### src/rtl/cal_pkg.sv
package cal_pkg;
  localparam int BCD_W = 8;
  typedef logic [BCD_W-1:0] bcd_t;

  function automatic bcd_t bcd_inc(input bcd_t v);
    bcd_t r;
    if (v[3:0] >= 4'd9) begin
      r[3:0] = 4'd0;
      r[7:4] = (v[7:4] >= 4'd9) ? 4'd0 : v[7:4] + 4'd1;
    end else begin
      r[3:0] = v[3:0] + 4'd1;
      r[7:4] = v[7:4];
    end
    return r;
  endfunction
endpackage

### src/rtl/cal_reset_sync.sv
module cal_reset_sync #(
  parameter int STAGES = 2
) (
  input  logic clk,
  input  logic rst_n,
  output logic rst_n_sync
);
  logic [STAGES-1:0] pipe_q;

  always_ff @(posedge clk or negedge rst_n) begin
    if (!rst_n) pipe_q <= '0;
    else        pipe_q <= {pipe_q[STAGES-2:0], 1'b1};
  end

  assign rst_n_sync = pipe_q[STAGES-1];
endmodule

### src/rtl/cal_month_days.sv
module cal_month_days
  import cal_pkg::*;
(
  input  logic clk,
  input  logic rst_n,
  input  bcd_t month_i,
  input  bcd_t year_i,
  output bcd_t last_day_o,
  output logic leap_o
);
  logic tens_odd;
  logic [3:0] units;

  always_comb begin
    tens_odd = year_i[4];
    units    = year_i[3:0];
    if (tens_odd) leap_o = (units == 4'd2) || (units == 4'd6);
    else          leap_o = (units == 4'd0) || (units == 4'd4) || (units == 4'd8);
  end

  always_comb begin
    unique case (month_i)
      8'h02:                      last_day_o = leap_o ? 8'h29 : 8'h28;
      8'h04, 8'h06, 8'h09, 8'h11: last_day_o = 8'h30;
      default:                    last_day_o = 8'h31;
    endcase
  end

  // the month length is always one of the four legal values
  assert_days_legal_R4: assert property (@(posedge clk) disable iff (!rst_n)
    (last_day_o == 8'h28) || (last_day_o == 8'h29) ||
    (last_day_o == 8'h30) || (last_day_o == 8'h31));

  // a 29-day month only occurs in February
  assert_leap_feb_R5: assert property (@(posedge clk) disable iff (!rst_n)
    (last_day_o == 8'h29) |-> (month_i == 8'h02));
endmodule

### src/rtl/cal_field_cnt.sv
module cal_field_cnt
  import cal_pkg::*;
#(
  parameter bcd_t FIRST = 8'h00
) (
  input  logic clk,
  input  logic rst_n,
  input  logic inc_i,
  input  logic ld_i,
  input  bcd_t ld_val_i,
  input  bcd_t last_i,
  output bcd_t val_o,
  output logic wrap_o
);
  bcd_t val_q, val_d;
  logic en;

  assign wrap_o = inc_i && !ld_i && (val_q == last_i);
  assign en     = ld_i || inc_i;

  always_comb begin
    if (ld_i)        val_d = ld_val_i;
    else if (wrap_o) val_d = FIRST;
    else             val_d = bcd_inc(val_q);
  end

  always_ff @(posedge clk or negedge rst_n) begin
    if (!rst_n)  val_q <= FIRST;
    else if (en) val_q <= val_d;
  end

  assign val_o = val_q;

  assert_hold_R8: assert property (@(posedge clk) disable iff (!rst_n)
    (!ld_i && !inc_i) |=> $stable(val_q));

  assert_load_R9: assert property (@(posedge clk) disable iff (!rst_n)
    ld_i |=> (val_q == $past(ld_val_i)));

  assert_wrap_R2: assert property (@(posedge clk) disable iff (!rst_n)
    (inc_i && !ld_i && (val_q == last_i)) |=> (val_q == FIRST));
endmodule

### src/rtl/bcd_calendar.sv
module bcd_calendar
  import cal_pkg::*;
#(
  parameter logic [7:0] CENT_LAST = 8'h39,
  parameter logic [7:0] WEEK_LAST = 8'h07,
  parameter logic [7:0] HOUR_LAST = 8'h23
) (
  input  logic       clk,
  input  logic       rst_n,
  input  logic       sec_tick,
  input  logic       halt,
  input  logic       load,
  input  logic [7:0] ld_seconds,
  input  logic [7:0] ld_minutes,
  input  logic [7:0] ld_hours,
  input  logic [7:0] ld_weekday,
  input  logic [7:0] ld_mday,
  input  logic [7:0] ld_month,
  input  logic [7:0] ld_year,
  input  logic [7:0] ld_century,
  output logic [7:0] seconds,
  output logic [7:0] minutes,
  output logic [7:0] hours,
  output logic [7:0] weekday,
  output logic [7:0] mday,
  output logic [7:0] month,
  output logic [7:0] year,
  output logic [7:0] century
);
  // Field slots: 0 sec, 1 min, 2 hour, 3 date, 4 month, 5 year, 6 century, 7 weekday
  localparam int NF    = 8;
  localparam int I_SEC = 0, I_MIN = 1, I_HR = 2, I_DATE = 3;
  localparam int I_MON = 4, I_YR  = 5, I_CEN = 6, I_WDAY = 7;
  localparam bcd_t FIRST_V [NF] = '{8'h00, 8'h00, 8'h00, 8'h01,
                                    8'h01, 8'h00, 8'h00, 8'h01};

  logic rst_n_i;
  logic step;
  bcd_t last_day;
  logic leap;
  bcd_t f_ld   [NF];
  bcd_t f_last [NF];
  bcd_t f_val  [NF];
  logic [NF-1:0] f_inc;
  logic [NF-1:0] f_wrap;

  cal_reset_sync #(.STAGES(2)) i_rst (
    .clk(clk), .rst_n(rst_n), .rst_n_sync(rst_n_i)
  );

  assign step = sec_tick && !halt;

  cal_month_days i_mdays (
    .clk(clk), .rst_n(rst_n_i),
    .month_i(f_val[I_MON]), .year_i(f_val[I_YR]),
    .last_day_o(last_day), .leap_o(leap)
  );

  always_comb begin
    f_ld[I_SEC]  = ld_seconds;
    f_ld[I_MIN]  = ld_minutes;
    f_ld[I_HR]   = ld_hours;
    f_ld[I_DATE] = ld_mday;
    f_ld[I_MON]  = ld_month;
    f_ld[I_YR]   = ld_year;
    f_ld[I_CEN]  = ld_century;
    f_ld[I_WDAY] = ld_weekday;

    f_last[I_SEC]  = 8'h59;
    f_last[I_MIN]  = 8'h59;
    f_last[I_HR]   = HOUR_LAST;
    f_last[I_DATE] = last_day;
    f_last[I_MON]  = 8'h12;
    f_last[I_YR]   = 8'h99;
    f_last[I_CEN]  = CENT_LAST;
    f_last[I_WDAY] = WEEK_LAST;

    f_inc[I_SEC] = step;
    for (int k = 1; k < I_WDAY; k++) f_inc[k] = f_wrap[k-1];
    f_inc[I_WDAY] = f_wrap[I_HR];
  end

  for (genvar g = 0; g < NF; g++) begin : g_field
    cal_field_cnt #(.FIRST(FIRST_V[g])) i_cnt (
      .clk(clk), .rst_n(rst_n_i),
      .inc_i(f_inc[g]), .ld_i(load),
      .ld_val_i(f_ld[g]), .last_i(f_last[g]),
      .val_o(f_val[g]), .wrap_o(f_wrap[g])
    );
  end

  assign seconds = f_val[I_SEC];
  assign minutes = f_val[I_MIN];
  assign hours   = f_val[I_HR];
  assign mday    = f_val[I_DATE];
  assign month   = f_val[I_MON];
  assign year    = f_val[I_YR];
  assign century = f_val[I_CEN];
  assign weekday = f_val[I_WDAY];

  // the midnight tick clears the time and moves the date in one cycle
  assert_midnight_R10: assert property (@(posedge clk) disable iff (!rst_n_i)
    (step && !load && seconds == 8'h59 && minutes == 8'h59 && hours == HOUR_LAST)
    |=> (hours == 8'h00 && minutes == 8'h00 && seconds == 8'h00 &&
         !$stable(mday)));

  // century end rolls every calendar field together
  assert_century_R6: assert property (@(posedge clk) disable iff (!rst_n_i)
    (step && !load && seconds == 8'h59 && minutes == 8'h59 && hours == HOUR_LAST &&
     mday == 8'h31 && month == 8'h12 && year == 8'h99 && century == CENT_LAST)
    |=> (century == 8'h00 && year == 8'h00 && month == 8'h01 && mday == 8'h01));

  // the weekday wraps at midnight regardless of the date
  assert_weekday_R7: assert property (@(posedge clk) disable iff (!rst_n_i)
    (step && !load && seconds == 8'h59 && minutes == 8'h59 &&
     hours == HOUR_LAST && weekday == WEEK_LAST) |=> (weekday == 8'h01));

  // halt blocks every update when no load is present
  assert_halt_R8: assert property (@(posedge clk) disable iff (!rst_n_i)
    (halt && !load) |=> ($stable(seconds) && $stable(hours) && $stable(mday)));
endmodule

### config.mk
export PLATFORM = sky130hd
export DESIGN_NAME = bcd_calendar
export DESIGN_NICKNAME = d
export VERILOG_FILES = /design/src/rtl/cal_pkg.sv /design/src/rtl/cal_reset_sync.sv /design/src/rtl/cal_month_days.sv /design/src/rtl/cal_field_cnt.sv /design/src/rtl/bcd_calendar.sv
export SDC_FILE = /design/constraint.sdc
export NUM_CORES = 1
export LEC_CHECK = 0
export BUFFER_PORTS_ARGS = -buffer_cell sky130_fd_sc_hd__buf_4
export CAP_MARGIN = 10
export CORE_UTILIZATION = 55
export CTS_BUF_LIST = sky130_fd_sc_hd__clkbuf_2 sky130_fd_sc_hd__clkbuf_4 sky130_fd_sc_hd__clkbuf_8
export DETAILED_ROUTE_END_ITERATION = 8
export HOLD_SLACK_MARGIN = 0.02
export PLACE_DENSITY_LB_ADDON = 0.2
export SYNTH_ARGS = -nofsm -noshare
export SYNTH_HDL_FRONTEND = slang
export SYNTH_SLANG_ARGS = --single-unit
### constraint.sdc
create_clock -name clk -period 2.8 [get_ports clk]
set_clock_uncertainty 0.15 [all_clocks]
set_input_delay 0.56 -clock clk [delete_from_list [all_inputs] [get_ports clk]]
set_output_delay 0.56 -clock clk [all_outputs]
set_load 0.02 [all_outputs]
==> impl_results.md <==
- Run status: finished with violations
- Failing checks: negative setup slack
- Die Height: 97.3 um
- Gr usage total: 31.1%
- Number of antenna violations at the first check in global routing: 0
- Die Footprint: 0.00946 mm^2
- Worst setup EP type: register
- Setup crit start kind: register
- Final count of hold timing violations: 0
- Post-synthesis cell count: 597
- Detailed Routing Iterations Pass 1: 5
- Core Footprint: 0.00876 mm^2
- Initial drt markers: 297
- Setup Viol. Count Final: 3
- Clock share of power: 26.3%
- Power consumption: 0.00331 W
- Clock slew at the register clock pins of the worst setup and hold paths: 0.08 ns
- Area of the mapped netlist: 0.00499 mm^2
- Total number of vias: 5355
- Min-Delay Path Class: reg -> async
- Layout-stage area growth over the synthesis result: 38.7%
- Crit. Startpoint: g_field[4].i_cnt.val_o[6]
- Die Span X: 97.3 um
- Post-synthesis net count: 719
- Share of total power in sequential cells: 37.1%
- Pre-CTS worst setup slack: -0.198 ns
- Most common cell after layout, fill and taps aside: buf_4
- Wire length of the first global-routing pass: 24300 um
- Number of register bits inferred by synthesis: 66
- Layout cell share with drive strength beyond 1: 32.7%
- Post-DP HPWL: 11000 um
- Max Buffers Root-to-Sink: 2
- Hold WS: 0.170 ns
- CTS H-tree depth: 3
- Starting Density: 56.9%
- Ratio of routed vias to standard cells: 5.98
- Placement row count: 34
- Critical R2R Launch: g_field[4].i_cnt.val_o[6]
- Routed wirelength normalized by instance count: 16.7 um
- Prevailing post-synth register cell: dfrtp_1
- Number of nets in the finished design: 905
- Post-synth EDFFs: 0
- DRT Wirelength: 15000 um
- Part of the total power dissipated in combinational logic: 36.6%
- Final weighted congestion in routability-driven placement: 0.936
- Post-route DRC: 0
- WP data required: 2.88 ns
- Final min period: 2.81 ns
- Net Sw Frac: 36.4%
- Syn Area/Cell: 8.36 um^2
- Crit path max-delay family: simple AND/OR/NAND/NOR gates
- Class of the most critical setup path: reg -> reg
- Slack of the worst reg-to-reg path: -0.01 ns
- Via count of the first global-routing pass: 5273
- Maximum number of pins on one net before global-route repair: 46
- Total count of max-transition violations in the final report: 0
- Highest clock rate: 0.356 GHz
- Pint: 0.00210 W
- Total leakage power: 3.26 nW
- Number of buffers added by the clock tree synthesis step: 9
- Clock Sink Count: 66
- Leading cell types in the layout, fill and taps excluded: buf_4 (188), nand2_1 (62), dfrtp_1 (59)
- Grt total ovfl: 0
- Maximum single-stage delay on the critical path: 0.56 ns
- Slowest-stage cell, CP: or4_4
- Warning count from the yosys run: 0
- Fraction of registers with async set/reset: 100%
- Maximum fanout along the worst path: 4
- Period utilization: 100%
- CTS tree: built
- Setup repair after global routing missed its margin: true
- Slew margin rel.: 33.8%
- Buffers plus inverters on the worst setup path: 1
- Worst reg2reg endpoint: g_field[6].i_cnt.val_o[1]
- Root buf cell: clkbuf_8
- PD cells: 478 mW/mm^2
- Register area share after synthesis: 33.2%
- Clock insertion delay at the later pin of the skew report: 0.35 ns
- Number of maximum-capacitance constraint violations: 0
- Data arrival time of the worst path: 2.89 ns
- Slew at the pin closest to its max-slew limit: 0.991 ns
- Net switching power figure: 0.00121 W
- Crit path setup slack, layout: -0.0112 ns
- I/O Buffers: 132
- Series of cell instances along the critical path: or4_4 > or4b_4 > o211a_4 > buf_6 > a2111oi_4 > mux2i_1 > o21ai_1
- Cell count of the worst reg-to-reg path: 7
- Count of different cell masters after synthesis: 68
- Final design utilization: 79.0%
- Number of top-level pins: 133
- Worst VDD drop: 337 uV
- Routed Antenna Nets: 0
- Ant. Diodes: 0
layer usage:
layer  GRT usage, %  routed length [um]
met1           37.7                5990
met2           55.2                7720
met3           4.60                 903
met4           13.0                 349
met5              0                   0
how the worst max path moves through the flow:
stage / to / depth (start not counted)
after floorplan: g_field[6].i_cnt.val_o[3] / 8
after global placement: g_field[2].i_cnt.val_o[6] / 8
after detailed placement: g_field[2].i_cnt.val_o[6] / 9
after CTS: g_field[6].i_cnt.val_o[3] / 6
after global routing: g_field[6].i_cnt.val_o[0] / 10
final: g_field[6].i_cnt.val_o[1] / 7
worst reg2reg max path: stages (launching register included):
cell,delay [ns]
dfrtp_2,0.40
or4_4,0.56
or4b_4,0.51
o211a_4,0.16
buf_6,0.13
a2111oi_4,0.45
mux2i_1,0.24
o21ai_1,0.09
Yosys cell counts, types with 3 or more instances:
cell	count	share of area, %
clkbuf_1	18	1.4
nor2_1	42	3.2
a21oi_1	39	3.9
a221oi_1	7	1.2
nor4b_1	5	0.88
nand4b_1	6	1.1
nand3_1	26	2.6
buf_2	3	0.30
a211oi_1	5	0.75
o21ai_0	36	3.6
o211ai_1	6	0.90
o31ai_1	9	1.4
nor4_1	8	1.0
nor3_1	12	1.2
dfrtp_1	63	32
a22oi_1	8	1.2
nand2_1	64	4.8
or2_2	3	0.38
mux2i_1	8	1.6
and4_1	3	0.53
or3_1	3	0.38
nor3b_1	5	0.75
dfstp_2	3	1.6
inv_1	54	4.1
nand2b_1	6	0.75
a211o_1	8	1.4
a31oi_1	15	1.9
ha_1	53	13
nand4_1	9	1.1
nor2b_1	9	1.1
and3_1	6	0.75
or4_1	5	0.75
o22ai_1	6	0.75
cell families (layout without fill, tap and decap cells):
logic type               Yosys count  after routing  share of synthesized area [%]
AO/OA/AOI/OAI                    168            168                           22.4
XOR/XNOR                           1              1                          0.176
adder cells (fa/ha/maj)           53             53                           13.3
buffers and inverters             77            267                           6.02
flip-flops                        66             66                           33.2
multiplexers                       9              9                           1.83
other                              1              1                         0.0752
AND/OR/NAND/NOR                  222            222                           23.0
state kept, by name, summed over array words and instances, names as in the netlist:
register / cells
g_field.i_cnt.val_o: 64
i_rst.pipe_q: 2
metrics by stage:
step                      instances  instance area, um^2  TNS (ns)
after floorplan                 597                 5030   -0.0288
after global placement          871                 6490         0
after detailed placement        871                 6490    -0.614
after CTS                       887                 6720  -0.00342
after global routing            895                 6920    -0.918
final                           895                 6920   -0.0268
area by class of cell:
| class | instances | area (um^2) |
|---|---|---|
| clock buffers | 13 | 173 |
| clock inverters | 2 | 35.0 |
| fillers | 616 | 1840 |
| inverters | 54 | 203 |
| multi-input cells | 454 | 3190 |
| flip-flops and latches | 66 | 1660 |
| well taps | 108 | 135 |
| repair buffers | 198 | 1530 |
repair_timing:
action / CTS / global route
endpoints found under the hold margin: 2 / 0
cloned: 0 / 1
hold buffers: 1 / 0
pin swaps: 0 / 18
setup buffers: 0 / 7
setup endpoints to repair: 12 / 28
resized for setup: 6 / 32
power by group through the flow:
| stage | logic (W) | registers (W) | clock network (W) |
|---|---|---|---|
| 3_5_place_dp | 0.00117 | 0.00124 | 0 |
| 4_1_cts | 0.00118 | 0.00122 | 0.000879 |
| 2_1_floorplan | 0.000486 | 0.00139 | 0 |
| 3_3_place_gp | 0.00113 | 0.00123 | 0 |
| 5_1_grt | 0.00132 | 0.00125 | 0.000918 |
| 6_report | 0.00121 | 0.00123 | 0.000870 |
(Power assumes the default switching activity.)
